`src/rtl/arq_pkg.sv`:
```
package arq_pkg;
  typedef enum logic {
    RX_ACCEPT  = 1'b0,
    RX_DISCARD = 1'b1
  } rx_mode_e;
endpackage

```
`src/rtl/arq_fifo.sv`:
```
module arq_fifo #(
  parameter int W     = 8,
  parameter int DEPTH = 2
) (
  input  logic         clk,
  input  logic         rst_n,
  input  logic         push,
  input  logic [W-1:0] din,
  input  logic         pop,
  output logic [W-1:0] dout,
  output logic         full,
  output logic         empty
);
  localparam int AW = (DEPTH > 1) ? $clog2(DEPTH) : 1;
  localparam int CW = $clog2(DEPTH + 1);

  logic [W-1:0]  mem_q [DEPTH];
  logic [AW-1:0] wr_q, wr_d, rd_q, rd_d;
  logic [CW-1:0] cnt_q, cnt_d;
  logic          do_push, do_pop;

  assign full    = (cnt_q == CW'(DEPTH));
  assign empty   = (cnt_q == '0);
  assign do_push = push && !full;
  assign do_pop  = pop && !empty;
  assign dout    = mem_q[rd_q];

  always_comb begin
    wr_d  = wr_q;
    rd_d  = rd_q;
    cnt_d = cnt_q;
    if (do_push) wr_d = (wr_q == AW'(DEPTH - 1)) ? '0 : wr_q + AW'(1);
    if (do_pop)  rd_d = (rd_q == AW'(DEPTH - 1)) ? '0 : rd_q + AW'(1);
    if (do_push && !do_pop) cnt_d = cnt_q + CW'(1);
    if (do_pop && !do_push) cnt_d = cnt_q - CW'(1);
  end

  always_ff @(posedge clk or negedge rst_n) begin
    if (!rst_n) begin
      wr_q  <= '0;
      rd_q  <= '0;
      cnt_q <= '0;
    end else begin
      wr_q  <= wr_d;
      rd_q  <= rd_d;
      cnt_q <= cnt_d;
    end
  end

  always_ff @(posedge clk) begin
    for (int i = 0; i < DEPTH; i++) begin
      if (do_push && wr_q == AW'(i)) mem_q[i] <= din;
    end
  end

  // storage never holds more than its depth
  p_fifo_bound_r7: assert property (@(posedge clk) disable iff (!rst_n)
    cnt_q <= CW'(DEPTH));
endmodule

```
`src/rtl/arq_tx.sv`:
```
module arq_tx #(
  parameter int DATA_W    = 8,
  parameter int SEQ_W     = 3,
  parameter int WIN_DEPTH = 4
) (
  input  logic              clk,
  input  logic              rst_n,
  input  logic              in_valid,
  input  logic [DATA_W-1:0] in_data,
  output logic              in_ready,
  output logic              link_valid,
  output logic [SEQ_W-1:0]  link_seq,
  output logic [DATA_W-1:0] link_data,
  input  logic              rsp_valid,
  input  logic              rsp_nack,
  input  logic [SEQ_W-1:0]  rsp_seq
);
  localparam int IDX_W = $clog2(WIN_DEPTH);

  logic [DATA_W-1:0] hold_q [WIN_DEPTH];
  logic [SEQ_W-1:0]  base_q, base_d, next_q, next_d, ptr_q, ptr_d;
  logic [SEQ_W-1:0]  cnt, rsp_off, eff_ptr;
  logic              hit, nack_hit, ack_hit, take, resend;
  logic              lv_q, lv_d;
  logic [SEQ_W-1:0]  ls_q, ls_d;
  logic [DATA_W-1:0] ld_q, ld_d;

  assign cnt      = next_q - base_q;
  assign rsp_off  = rsp_seq - base_q;
  assign hit      = rsp_valid && (rsp_off < cnt);
  assign nack_hit = hit && rsp_nack;
  assign ack_hit  = hit && !rsp_nack;
  assign in_ready = !nack_hit && (ptr_q == next_q) && (cnt < SEQ_W'(WIN_DEPTH));
  assign take     = in_valid && in_ready;
  assign eff_ptr  = nack_hit ? rsp_seq : ptr_q;
  assign resend   = (eff_ptr != next_q);

  always_comb begin
    base_d = base_q;
    if (ack_hit)       base_d = rsp_seq + SEQ_W'(1);
    else if (nack_hit) base_d = rsp_seq;
    next_d = take ? next_q + SEQ_W'(1) : next_q;
    if (resend)    ptr_d = eff_ptr + SEQ_W'(1);
    else if (take) ptr_d = ptr_q + SEQ_W'(1);
    else           ptr_d = eff_ptr;
    lv_d = resend || take;
    ls_d = resend ? eff_ptr : next_q;
    ld_d = resend ? hold_q[eff_ptr[IDX_W-1:0]] : in_data;
  end

  always_ff @(posedge clk or negedge rst_n) begin
    if (!rst_n) begin
      base_q <= '0;
      next_q <= '0;
      ptr_q  <= '0;
      lv_q   <= 1'b0;
      ls_q   <= '0;
    end else begin
      base_q <= base_d;
      next_q <= next_d;
      ptr_q  <= ptr_d;
      lv_q   <= lv_d;
      if (lv_d) ls_q <= ls_d;
    end
  end

  always_ff @(posedge clk) begin
    if (lv_d) ld_q <= ld_d;
    for (int i = 0; i < WIN_DEPTH; i++) begin
      if (take && next_q[IDX_W-1:0] == IDX_W'(i)) hold_q[i] <= in_data;
    end
  end

  assign link_valid = lv_q;
  assign link_seq   = ls_q;
  assign link_data  = ld_q;

  // accepted flit goes out next cycle with its number and payload
  p_new_flit_r1: assert property (@(posedge clk) disable iff (!rst_n)
    (in_valid && in_ready) |=> (link_valid && link_seq == $past(next_q)
                                && link_data == $past(in_data)));
  // unacknowledged count stays within the window
  p_window_bound_r2: assert property (@(posedge clk) disable iff (!rst_n)
    (next_q - base_q) <= SEQ_W'(WIN_DEPTH));
  // nothing is released without a response
  p_base_hold_r3: assert property (@(posedge clk) disable iff (!rst_n)
    !rsp_valid |=> $stable(base_q));
  // a refusal makes the next link flit the refused one
  p_rewind_r6: assert property (@(posedge clk) disable iff (!rst_n)
    nack_hit |=> (link_valid && link_seq == $past(rsp_seq)));
endmodule

```
`src/rtl/arq_rx.sv`:
```
module arq_rx
  import arq_pkg::*;
#(
  parameter int DATA_W   = 8,
  parameter int SEQ_W    = 3,
  parameter int RX_DEPTH = 2
) (
  input  logic              clk,
  input  logic              rst_n,
  input  logic              link_valid,
  input  logic [SEQ_W-1:0]  link_seq,
  input  logic [DATA_W-1:0] link_data,
  output logic              rsp_valid,
  output logic              rsp_nack,
  output logic [SEQ_W-1:0]  rsp_seq,
  output logic              out_valid,
  output logic [DATA_W-1:0] out_data,
  input  logic              out_ready
);
  logic [SEQ_W-1:0] exp_q, exp_d;
  rx_mode_e         mode_q, mode_d;
  logic             match, push, send_nack, buf_full, buf_empty;
  logic             rv_q, rn_q;
  logic [SEQ_W-1:0] rs_q;

  arq_fifo #(.W(DATA_W), .DEPTH(RX_DEPTH)) fifo_i (
    .clk   (clk),
    .rst_n (rst_n),
    .push  (push),
    .din   (link_data),
    .pop   (out_ready),
    .dout  (out_data),
    .full  (buf_full),
    .empty (buf_empty)
  );

  assign out_valid = !buf_empty;
  assign match     = link_valid && (link_seq == exp_q);
  assign push      = match && !buf_full;
  assign send_nack = link_valid && ((match && buf_full) ||
                                    (!match && mode_q == RX_ACCEPT));

  always_comb begin
    exp_d  = push ? exp_q + SEQ_W'(1) : exp_q;
    mode_d = mode_q;
    if (push)           mode_d = RX_ACCEPT;
    else if (send_nack) mode_d = RX_DISCARD;
  end

  always_ff @(posedge clk or negedge rst_n) begin
    if (!rst_n) begin
      exp_q  <= '0;
      mode_q <= RX_ACCEPT;
      rv_q   <= 1'b0;
      rn_q   <= 1'b0;
      rs_q   <= '0;
    end else begin
      exp_q  <= exp_d;
      mode_q <= mode_d;
      rv_q   <= push || send_nack;
      if (push || send_nack) begin
        rn_q <= send_nack;
        rs_q <= exp_q;
      end
    end
  end

  assign rsp_valid = rv_q;
  assign rsp_nack  = rn_q;
  assign rsp_seq   = rs_q;

  // an acknowledgement names the number just stored
  p_ack_advance_r4: assert property (@(posedge clk) disable iff (!rst_n)
    (rsp_valid && !rsp_nack) |-> (exp_q == rsp_seq + SEQ_W'(1)));
  // a refusal names the still-awaited number and leaves discard mode set
  p_nack_expected_r5: assert property (@(posedge clk) disable iff (!rst_n)
    (rsp_valid && rsp_nack) |-> (rsp_seq == exp_q && mode_q == RX_DISCARD));
endmodule

```
`src/rtl/arq_link.sv`:
```
module arq_link #(
  parameter int DATA_W    = 8,
  parameter int SEQ_W     = 3,
  parameter int WIN_DEPTH = 4,
  parameter int RX_DEPTH  = 2
) (
  input  logic              clk,
  input  logic              rst_n,
  input  logic              in_valid,
  input  logic [DATA_W-1:0] in_data,
  output logic              in_ready,
  output logic              link_valid,
  output logic [SEQ_W-1:0]  link_seq,
  output logic [DATA_W-1:0] link_data,
  output logic              rsp_valid,
  output logic              rsp_nack,
  output logic [SEQ_W-1:0]  rsp_seq,
  output logic              out_valid,
  output logic [DATA_W-1:0] out_data,
  input  logic              out_ready
);
  logic [1:0] rst_sync_q;
  logic       rst_core_n;

  always_ff @(posedge clk or negedge rst_n) begin
    if (!rst_n) rst_sync_q <= 2'b00;
    else        rst_sync_q <= {rst_sync_q[0], 1'b1};
  end
  assign rst_core_n = rst_sync_q[1];

  arq_tx #(.DATA_W(DATA_W), .SEQ_W(SEQ_W), .WIN_DEPTH(WIN_DEPTH)) tx_i (
    .clk        (clk),
    .rst_n      (rst_core_n),
    .in_valid   (in_valid),
    .in_data    (in_data),
    .in_ready   (in_ready),
    .link_valid (link_valid),
    .link_seq   (link_seq),
    .link_data  (link_data),
    .rsp_valid  (rsp_valid),
    .rsp_nack   (rsp_nack),
    .rsp_seq    (rsp_seq)
  );

  arq_rx #(.DATA_W(DATA_W), .SEQ_W(SEQ_W), .RX_DEPTH(RX_DEPTH)) rx_i (
    .clk        (clk),
    .rst_n      (rst_core_n),
    .link_valid (link_valid),
    .link_seq   (link_seq),
    .link_data  (link_data),
    .rsp_valid  (rsp_valid),
    .rsp_nack   (rsp_nack),
    .rsp_seq    (rsp_seq),
    .out_valid  (out_valid),
    .out_data   (out_data),
    .out_ready  (out_ready)
  );
endmodule

```
`config.mk`:
```
export PLATFORM = sky130hd
export DESIGN_NAME = arq_link
export DESIGN_NICKNAME = d
export VERILOG_FILES = /design/src/rtl/arq_pkg.sv /design/src/rtl/arq_fifo.sv /design/src/rtl/arq_tx.sv /design/src/rtl/arq_rx.sv /design/src/rtl/arq_link.sv
export SDC_FILE = /design/constraint.sdc
export NUM_CORES = 1
export LEC_CHECK = 0
export ABC_AREA = 1
export BUFFER_PORTS_ARGS = -buffer_cell sky130_fd_sc_hd__buf_2
export CAP_MARGIN = 0
export CORE_MARGIN = 1.5
export CORE_UTILIZATION = 48
export CTS_CLUSTER_SIZE = 24
export DETAILED_ROUTE_END_ITERATION = 10
export PLACE_DENSITY = 0.67
export SYNTH_ARGS = -nofsm -noshare
export SYNTH_HDL_FRONTEND = slang
export SYNTH_SLANG_ARGS = --single-unit
export TNS_END_PERCENT = 20
```
`constraint.sdc`:
```
create_clock -name clk -period 4.42 [get_ports clk]
set_clock_uncertainty 0.1 [all_clocks]
set_input_delay 0.663 -clock clk [delete_from_list [all_inputs] [get_ports clk]]
set_output_delay 0.663 -clock clk [all_outputs]
set_load 0.05 [all_outputs]
```
**Word-level counts from Yosys, hierarchy flattened**

Memories as Yosys holds them, arrays and structs flattened.
Cells that the tools add are included.

- Register bits after elaboration: 36
- RAM bits: 48
- Input port bits: 12
- Output and inout port bits: 27
- Word-level logic and storage cells: 116
- Memories: 2

Memories:

| memory | words | bits a word | read ports | clocked after Yosys merged registers in | write ports | line | text |
|---|---|---|---|---|---|---|---|
| tx_i.hold_q | 4 | 8 | 1 | 0 | 1 | arq_tx.sv:20 | `logic [DATA_W-1:0] hold_q [WIN_DEPTH];` |
| rx_i.fifo_i.mem_q | 2 | 8 | 1 | 0 | 1 | arq_fifo.sv:17 | `logic [W-1:0] mem_q [DEPTH];` |

- Add/subtract/negate cells: 11
- $lt $le $gt $ge: 2
- Equal/unequal tests: 7
- Mux-type cells: 37
- Bitwise operators: 2
- Reductions and logical operators: 40

Operators by type and width:

| operator | count |
|---|---|
| two-way mux 8 bit | 5 |
| OR reduction 8 bit | 4 |
| logical AND 1 bit | 21 |
| two-way mux 1 bit | 21 |
| two-way mux 3 bit | 6 |
| adder 3 x 1 -> 3 bit, second input constant | 5 |
| two-way mux 2 bit | 5 |
| zero test 1 bit | 7 |
| == test 2 bit, second input constant | 3 |
| == test 3 bit | 2 |
| nonzero test 2 bit | 3 |
| subtractor 3 bit | 2 |
| zero test 2 bit | 2 |
| logical OR 1 bit | 3 |
| < comparator 3 bit | 1 |
| < comparator 3 bit, second input constant | 1 |
| inequality test 3 bit | 1 |
| adder 1 bit, second input constant | 2 |
| adder 2 x 1 -> 2 bit, second input constant | 1 |
| == test 2 x 1 -> 1 bit, second input constant | 1 |
| inverter 1 bit | 2 |
| subtractor 2 x 1 -> 2 bit, second input constant | 1 |

**Longest topological paths before layout**

Gate-level depths: netlist (run 1).

- Depth in word-level cells: 15
- Depth in mapped cells: 23
- Gate-level depth less buffers: 21

**Hierarchy**

Synthesis (run 1) repeated with hierarchy kept, for this count alone.

- Cell total of the unflattened synthesis: 422
- Area total of the unflattened synthesis: 4142.7 µm²

Modules (own cells, without submodules):

| module | times used | cells each | area an instance (µm²) | seq. area each (µm²) |
|---|---|---|---|---|
| arq_tx | 1 | 290 | 2822.7 | 1526.5 |
| arq_fifo | 1 | 74 | 810.8 | 580.6 |
| arq_rx | 1 | 55 | 455.4 | 225.2 |
| arq_link | 1 | 3 | 53.8 | 50.0 |

**Worst setup path before layout (run 1)**

OpenSTA, ideal clock, no wires.

- Kind: register to output
- Start: register rx_i.rs_q[0], in the netlist rx_i.rsp_seq[0]
- End: output port in_ready
- Data arrival time: 3.389 ns
- Data required time: 3.657 ns
- Path slack: 0.268 ns
- Stages on the path, launching flop included: 15
- Path buffers: 1
- Cells stage by stage: dfrtp_1 inv_1 ha_1 inv_1 fa_1 xnor2_1 xor2_1 ha_1 nand2_1 inv_1 nand2_2 nand3_2 buf_6 inv_1 nor3_1

- Word-level cells in the longest chain between the ends: 7

Ends and longest elaborated chain:

| element | line | text |
|---|---|---|
| start: declaration | arq_rx.sv:24 | `logic [SEQ_W-1:0] rs_q;` |
| start signal: assignment | arq_rx.sv:63 | `rs_q <= exp_q;` |
| subtractor 3 bit | arq_tx.sv:29 | `assign rsp_off = rsp_seq - base_q;` |
| < comparator 3 bit | arq_tx.sv:30 | `assign hit = rsp_valid && (rsp_off < cnt);` |
| logical AND 1 bit | arq_tx.sv:30 |  |
| logical AND 1 bit | arq_tx.sv:31 | `assign nack_hit = hit && rsp_nack;` |
| zero test 1 bit | arq_tx.sv:33 | `assign in_ready = !nack_hit && (ptr_q == next_q) && (cnt < SEQ_W'(WIN_DEPTH));` |
| logical AND 1 bit (2 in series) | arq_tx.sv:33 |  |
| end: declaration | arq_link.sv:11 | `output logic in_ready,` |

Every way passes these cells.

**Final worst setup path (run 1)**

- Start: register tx_i.next_q[0]
- End: register tx_i.ld_q[6], in the netlist tx_i.link_data[6], enable pin

- Word-level cells in the longest chain between the ends: 9
- Elaborated cells between the ends (all ways): 13
- Classes of those cells: add/sub: 1; order compare: 2; eq/ne: 2; mux: 1; reduce/logical: 7

Ends and longest elaborated chain:

| element | line | text |
|---|---|---|
| start: declaration | arq_tx.sv:21 | `logic [SEQ_W-1:0] base_q, base_d, next_q, next_d, ptr_q, ptr_d;` |
| start signal: assignment | arq_tx.sv:60 | `next_q <= next_d;` |
| parallel branches: the longest is 8 deep, another holds subtractor 3 bit | - |  |
| logical OR 1 bit (*) | arq_tx.sv:46 | `lv_d = resend \|\| take;` |
| net tx_i.lv_d | arq_tx.sv:24 | `logic lv_q, lv_d;` |
| end signal: assignment | arq_tx.sv:68 | `if (lv_d) ld_q <= ld_d;` |
| end: declaration | arq_tx.sv:26 | `logic [DATA_W-1:0] ld_q, ld_d;` |

Mark *: on every way through the listed nets, which the timed path passes.
A chain may end at the register's enable or synchronous reset.

==> impl_metrics.toml, run 1 <==
[routing]
avgRoutedWirePerCell_um = 13.67
vias = 2661
drcViolationCount = 0
antenna_left = 0
dr.pass1.iters = 4
drt-total-wl_mm = 7.356
vias_per_cell = 4.946
drt_iter0_drc = 190

[final_layout]
area_growth_pct = 12.13
diodes = 0
nFillCells = 710
layout-drive-gt1-share_pct = 16.28
fin_nets = 457

[logic_synthesis]
synth_top_family_by_area = "simple AND/OR/NAND/NOR gates"
synthesis.nets = 415
synthSimpleGateAreaFrac_pct = 21.54
synthCells = 389
synth_compound_area_share_pct = 3.348
synth-xor-area-share_pct = 4.201
yosys-top-cells-area = "edfxtp_1 (42%), dfrtp_1 (18%), nand2_1 (12%), ha_1 (3.8%), inv_1 (3.3%)"
synth_adder_area_share_pct = 4.801
seq_area_frac_synth_pct = 60.14
ys_types = 29
syn_avg_cell_area_um2 = 10.18
synth-seq-cells = 84
muxShareOfSynthArea_pct = 0.2527
yosysTopAreaCellShare_pct = 42.45
synth_area_um2 = 3961
yosys.area.top_type = "edfxtp_1"
yosysWarnings = 0

[die]
core_um2 = 7848
start_util_pct = 50.48
ios = 39
rows = 32
dieArea_um2 = 8807
die_h_um = 93.85
dieWidth_um = 93.85

[cts]
clockRootBuffer = "clkbuf_8"
cts.sinks = 84
cts_htree_levels = 3
tritoncts = "done"
post_cts.repair.setup_buffers = 0
cts_buffers = 9
clock_latency_ns = 0.35
clkTransAtPathRegs_ns = 0.09
clk_path_buf_depth = 2

[sta]
final_hold_viol_count = 0
fin_crit_ns = 3.999
slew_viol_final = 0
relSlewSlack_pct = 28.59
rsz0062_at_grt = "false"
period_share_pct = 90.49
setup_viol = 0
fin_setup_tns_ns = 0
clock.fmax_mhz = 250.0
tightest_slew_ns = 1.071

[place]
io_buffers = 38
hpwl_mm = 5.188
gp_congestion = 0.8839

[worst_hold_path]
hold_class = "reg -> reg"
min_from = "rst_sync_q[0]"

[global_route]
grt_pass1_vias = 2511
gr-total-overflow = 0
grt_pass1_wl_mm = 12.12
grt_max_degree = 27
antenna_found_initial = 0
grt_use_total_pct = 18.10

[run]
cap_violations = 0

[setup_path]
end_kind = "flip-flop"
critPathRequiredTime_ns = 4.25
critPathMaxFanout = 12
rr_startpoint = "tx_i.next_q[0]"
crit_path_start_kind = "flip-flop"
worstSetupPathType = "reg -> reg"
rrSetupSlack_ns = 0.42
setup.worst_path.start = "tx_i.next_q[0]"
worstPathArrival_ns = 3.83

[outcome]
status = "finished, final reports clean"
[cells in the final DEF, fill, tap and decap left out, types with 2 or more instances in the layout]
cell type / instances
buf_2: 38
xor2_1: 10
clkinv_1: 3
a21oi_1: 4
ha_1: 12
nand2_1: 127
fa_1: 2
xnor2_1: 9
nor2_1: 16
o21ai_0: 21
edfxtp_1: 56
buf_4: 5
dfrtp_1: 28
nand3_1: 25
inv_1: 35
nand2_2: 6
clkbuf_8: 9
nand2_4: 2
nor2_4: 2
nand4_1: 12
[logic make-up after synthesis]
| kind of cell | Yosys count |
|---|---|
| AOI/OAI and AO/OA | 26 |
| xor gates and xnor gates | 19 |
| adders and majority gates | 14 |
| buffers and inverters | 50 |
| DFF | 84 |
| muxes | 1 |
| other | 1 |
| and+or+nand+nor | 194 |
[area by class of cell]
type | count | area, µm² | area share [%]
Clock buffer | 9 | 123.9 | 2.789
Clock inverter | 7 | 75.07 | 1.690
Inverter | 37 | 138.9 | 3.127
Multi-Input combinational cell | 255 | 1356 | 30.54
Sequential cell | 84 | 2382 | 53.63
Tap cell | 102 | 127.6 | 2.873
Timing Repair Buffer | 44 | 237.7 | 5.352
[critical path: stages, from the launching register on]
cell and delay [ns]:
dfrtp_1 0.47, inv_1 0.19, ha_1 0.17, inv_1 0.04
fa_1 0.37, inv_1 0.06, nand2_1 0.04, nand2_1 0.11
inv_1 0.06, ha_1 0.29, nand2_1 0.07, inv_1 0.06
nand2_2 0.10, nand3_2 0.23, nand2_1 0.11, nand2_1 0.28
nand2_1 0.10, nand2_1 0.21, nand4_1 0.49
[metrics by stage]
step | util, % | cell area [µm²] | hold WS, ns | setup slack (ns) | std cells
2_1_floorplan | - | 3961 | 0.2312 | 0.2683 | 389
3_3_place_gp | 53.94 | 4233 | 0.2359 | 0.6056 | 521
3_5_place_dp | 53.94 | 4233 | 0.2357 | 0.4321 | 521
4_1_cts | 56.60 | 4442 | 0.2656 | 0.4205 | 538
5_1_grt | 56.60 | 4442 | 0.2837 | 0.06700 | 538
6_report | 56.60 | 4442 | 0.2600 | 0.4206 | 538
[worst paths after layout]
| check | cells after the start | end |
|---|---|---|
| min | 0 | rst_sync_q[1] |
| max reg2reg | 18 | tx_i.link_data[6] |
| max in group asynchronous | 0 | tx_i.link_seq[2] |
| max | 18 | tx_i.link_data[6] |
| min reg2reg | 0 | rst_sync_q[1] |
| min in group asynchronous | 0 | tx_i.next_q[0] |
[sequential cells by signal, indices dropped and copies added (netlist names)]
name / cells
tx_i.hold_q: 32
rx_i.fifo_i.mem_q: 16
tx_i.link_data: 8
rx_i.exp_q: 3
rx_i.rsp_seq: 3
tx_i.base_q: 3
tx_i.link_seq: 3
tx_i.next_q: 3
tx_i.ptr_q: 3
rst_sync_q: 2
rx_i.fifo_i.cnt_q: 2
rx_i.fifo_i.rd_q: 1
rx_i.fifo_i.wr_q: 1
rx_i.mode_q: 1
rx_i.rsp_nack: 1
rx_i.rsp_valid: 1
tx_i.link_valid: 1
[synthesized netlist by cell type]
cell / n
a21oi_1: 4
buf_2: 6
buf_4: 3
buf_6: 2
clkbuf_1: 1
clkbuf_2: 1
clkinv_1: 2
conb_1: 1
dfrtp_1: 28
edfxtp_1: 56
fa_1: 2
ha_1: 12
inv_1: 35
mux2i_1: 1
nand2_1: 127
nand2_2: 6
nand2_4: 2
nand3_1: 25
nand3_2: 1
nand4_1: 12
nand4_2: 1
nor2_1: 16
nor2_2: 1
nor2_4: 2
nor3_1: 1
o211ai_1: 1
o21ai_0: 21
xnor2_1: 9
xor2_1: 10
[repair_timing]
item	CTS	global route
hold buffers	1	0
resized for setup	0	0
hold endpoints to repair	2	0
endpoints found under the setup margin	0	0
[per-layer routing]
layer	GRT usage [%]	share of wire, %
met2	26.81	45
met4	8.209	1.5
met3	3.317	4.5
met5	0	0
met1	25.91	49
Power of run 1 is left out: the tool's default activity adds up to more than one toggle a clock period on the data nets, which glitch-free logic cannot reach.
==> run 2: changes to the inputs <==
==> constraint.sdc (replaced) <==
create_clock -name clk -period 4.42 [get_ports clk]
set_clock_uncertainty 0.1 [all_clocks]
set_input_delay 0.221 -clock clk [delete_from_list [all_inputs] [get_ports clk]]
set_output_delay 0.221 -clock clk [all_outputs]
set_load 0.05 [all_outputs]
==> impl_metrics.toml, run 2 (same netlist as run 1, synthesis figures left out) <==
[outcome]
status = "finished, final reports clean"

[place]
gp_congestion = 0.8839
io_buffers = 38
hpwl_mm = 5.188

[sta]
fin_setup_tns_ns = 0
relSlewSlack_pct = 28.92
tightest_slew_ns = 1.066
final_hold_viol_count = 0
setup_viol = 0
rsz0062_at_grt = "false"
fin_crit_ns = 4.004
slew_viol_final = 0
clock.fmax_mhz = 249.7
period_share_pct = 90.60

[routing]
avgRoutedWirePerCell_um = 13.75
vias = 2703
drcViolationCount = 0
vias_per_cell = 5.015
drt_iter0_drc = 206
dr.pass1.iters = 5
drt-total-wl_mm = 7.409
antenna_left = 0

[setup_path]
rrSetupSlack_ns = 0.42
rr_startpoint = "tx_i.next_q[0]"
critPathMaxFanout = 12
rr_endpoint = "tx_i.link_data[6]"
end_kind = "flip-flop"
crit_path_start_kind = "flip-flop"
critPathRequiredTime_ns = 4.24
worstPathArrival_ns = 3.83
worstSetupPathType = "reg -> reg"
ff2ff_path_depth = 18

[final_layout]
layout-drive-gt1-share_pct = 16.25
area_growth_pct = 12.38
diodes = 0
mostFrequentLayoutCell = "nand2_1"
regMostFlops = "tx_i.hold_q"
layout_common_cells = "nand2_1 (127), edfxtp_1 (56), buf_2 (38)"
largest_register_ffs = 32
fin_nets = 458

[worst_hold_path]
min_from = "in_data[4]"
whs_endpoint = "tx_i.hold_q[1][4]"
hold_depth = 1
hold_class = "in -> reg"

[global_route]
antenna_found_initial = 0
grt_pass1_vias = 2528
grt_pass1_wl_mm = 12.19
grt_use_total_pct = 18.19
gr-total-overflow = 0
grt_max_degree = 27

[die]
die_h_um = 93.85
dieArea_um2 = 8807
start_util_pct = 50.48
dieWidth_um = 93.85
rows = 32
core_um2 = 7848
ios = 39

[cts]
tritoncts = "done"
clockRootBuffer = "clkbuf_8"
cts_resized = 0
cts_buffers = 9
clkTransAtPathRegs_ns = 0.09
cts.sinks = 84
post_cts.repair.setup_buffers = 0
cts_htree_levels = 3
clock_latency_ns = 0.35
clk_path_buf_depth = 2

[run]
cap_violations = 0
[run 2: cell types whose count changed in the layout (fill, tap and decap cells not counted)]
cell           previous run  this run
dlygate4sd3_1             1         2
[run 2: layer usage]
layer | wire length (µm) | global-route usage (%) | vias to the layer above
li1 | - | - | 1361
met1 | 3615 | 26.01 | 1257
met2 | 3320 | 26.99 | 72
met3 | 355 | 3.317 | 13
met4 | 117 | 8.209 | 0
met5 | 0 | 0 | -
[run 2: worst max path at each step]
stage,from,endpoint,slack (ns),depth (start not counted)
after CTS,tx_i.next_q[0],tx_i.link_data[6],0.42,18
after global placement,tx_i.next_q[0],tx_i.link_data[2],0.61,18
after global routing,tx_i.next_q[0],tx_i.link_data[6],0.07,18
final,tx_i.next_q[0],tx_i.link_data[6],0.42,18
after detailed placement,tx_i.next_q[0],tx_i.link_data[2],0.43,18
after floorplan,rx_i.rsp_seq[0],in_ready,0.71,14
[run 2: through the flow]
stage	utilization, %	hold slack [ns]	cells	setup WS [ns]	instance area [µm²]
after floorplan	-	-0.1746	389	0.7103	3961
after global placement	53.94	-0.09289	521	0.6056	4233
after detailed placement	53.94	-0.09074	521	0.4321	4233
after CTS	56.73	0.0007872	539	0.4205	4452
after global routing	56.73	0.01073	539	0.06700	4452
final	56.73	0.01285	539	0.4155	4452
[run 2: layout make-up]
type	count	area, µm²
clock buffer	9	123.9
clock inverter	7	75.07
fill	709	3396
inverter	37	138.9
multi-input combinational	255	1356
sequential	84	2382
tap	102	127.6
timing repair buffer	45	247.7
[run 2: timing repair]
| action | in CTS | in global routing |
|---|---|---|
| endpoints found under the setup margin | 0 | 0 |
| hold buffers | 2 | 0 |
| endpoints found under the hold margin | 6 | 0 |
[run 2: critical path, cell delays in order, from the launching register on]
cell	delay, ns
dfrtp_1	0.47
inv_1	0.19
ha_1	0.17
inv_1	0.04
fa_1	0.37
inv_1	0.06
nand2_1	0.04
nand2_1	0.11
inv_1	0.06
ha_1	0.29
nand2_1	0.07
inv_1	0.06
nand2_2	0.10
nand3_2	0.23
nand2_1	0.11
nand2_1	0.28
nand2_1	0.10
nand2_1	0.21
nand4_1	0.50
Power of run 2 is left out for the same reason.
==> run 3: changes to the inputs <==
Settings changed: CORE_UTILIZATION 48 to 33, PLACE_DENSITY 0.67 to 0.5.
==> impl_metrics.toml, run 3 (same netlist as run 1, synthesis figures left out) <==
[setup_path]
critPathMaxFanout = 21
rrSetupSlack_ns = 0.55
cpMostUsedCell = "nand2_1"
slowest_stage = "dfrtp_1"
ff2ff_path_depth = 20
worstPathArrival_ns = 3.98
critPathRequiredTime_ns = 4.53
path_cells = "inv_1 > ha_1 > inv_1 > fa_1 > inv_1 > nand2_1 > nand2_1 > inv_1 > ha_1 > nand2_1 > inv_1 > nor2_4 > nand3_2 > nand2_2 > nand2_1 > nand2_1 > nand2_2 > nor2_4 > nand3_1 > nand2_1"
critPathBufInv = 5
rr_endpoint = "tx_i.link_data[4]"
end_kind = "flip-flop"
crit_cells = 20
crit_end = "tx_i.link_data[4]"
rr_startpoint = "tx_i.next_q[0]"
critPathTopFamily = "simple AND/OR/NAND/NOR gates"
worst_path_largest_cell_delay_ns = 0.46
crit_path_start_kind = "flip-flop"
setup.worst_path.start = "tx_i.next_q[0]"
worstSetupPathType = "reg -> reg"

[sta]
period_share_pct = 87.61
setup_viol = 0
tightest_slew_ns = 1.096
final_hold_viol_count = 0
fin_crit_ns = 3.872
rsz0062_at_grt = "false"
clock.fmax_mhz = 258.2
relSlewSlack_pct = 26.95
fin_setup_tns_ns = 0
slew_viol_final = 0

[place]
gp_congestion = 0.7633
hpwl_mm = 5.606
io_buffers = 38

[cts]
cts_htree_levels = 3
cts_buffers = 9
clk_path_buf_depth = 2
tritoncts = "done"
clock_latency_ns = 0.34
cts_resized = 0
cts.sinks = 84
clockRootBuffer = "clkbuf_16"
clkTransAtPathRegs_ns = 0.07

[die]
dieArea_um2 = 12670
core_um2 = 11560
dieWidth_um = 112.6
start_util_pct = 34.25
die_h_um = 112.6
rows = 39
ios = 39

[run]
cap_violations = 0

[final_layout]
layout-drive-gt1-share_pct = 16.25
largest_register_ffs = 32
diodes = 0
utilization_pct = 39.58
mostFrequentLayoutCell = "nand2_1"
layout_common_cells = "nand2_1 (127), edfxtp_1 (56), buf_2 (38)"
fin_nets = 458
area_growth_pct = 15.54
regMostFlops = "tx_i.hold_q"

[routing]
vias_per_cell = 4.581
drcViolationCount = 4
drt_iter0_drc = 192
avgRoutedWirePerCell_um = 13.61
dr.pass1.iters = 9
antenna_left = 0
vias = 2657
drt-total-wl_mm = 7.892

[global_route]
grt-busiest-layer = "met2"
grt_pass1_wl_mm = 13.37
grt.met2_usage_pct = 20.12
gr-total-overflow = 0
grt_pass1_vias = 2587
grtUsageMet3_pct = 3.510
use_met1_pct = 18.92
antenna_found_initial = 0
grt_max_degree = 27
grt_use_total_pct = 13.57

[worst_hold_path]
hold_class = "in -> reg"

[outcome]
failed_checks = "DRC"
status = "complete, but fails checks"
-- run 3: cell types whose count changed in the layout (fill, tap and decap cells not counted), sizes merged --
cell,change
buf,+1
bufinv,-1
clkinv,+1
clkinvlp,-1
dlygate4sd3,-1
inv,+1
-- run 3: area by class of cell --
type,count,area (µm²)
fill,1131,6988
sequential,84,2382
multi-input combinational,255,1356
timing repair buffer,45,245.2
clock buffer,9,225.2
tap,143,178.9
inverter,37,138.9
clock inverter,7,50.05
-- run 3: timing repair --
item / CTS / global route
endpoints found under the setup margin: 0 / 0
setup buffers: 0 / 0
hold buffers: 1 / 0
endpoints found under the hold margin: 2 / 0
-- run 3: worst min-delay path by stage --
stage                     from  slack [ns]           endpoint  depth (start not counted)
floorplan                rst_n       -0.17      rst_sync_q[0]                          0
detailed placement       rst_n       -0.09      rst_sync_q[0]                          1
global route        in_data[4]        0.03  tx_i.hold_q[2][4]                          1
global placement         rst_n       -0.09      rst_sync_q[0]                          1
CTS                 in_data[7]        0.03  tx_i.hold_q[2][7]                          1
finish              in_data[0]        0.03  tx_i.hold_q[1][0]                          1
-- run 3: through the flow --
stage	instances	hold WS, ns	cell area, µm²	worst slack (ns)
2_1_floorplan	389	-0.1746	3961	0.7103
3_3_place_gp	563	-0.09425	4292	0.6725
3_5_place_dp	563	-0.09094	4292	0.5793
4_1_cts	580	0.02942	4577	0.5567
5_1_grt	580	0.02754	4577	0.1218
6_report	580	0.03461	4577	0.5478
-- run 3: metal layers --
layer / wire (µm) / part of all wire [%] / vias to the layer above
li1: - / - / 1361
met1: 3958 / 50 / 1234
met2: 3521 / 45 / 56
met3: 342 / 4.3 / 6
met4: 69 / 0.87 / 0
met5: 0 / 0 / -
Power of run 3 is left out for the same reason.
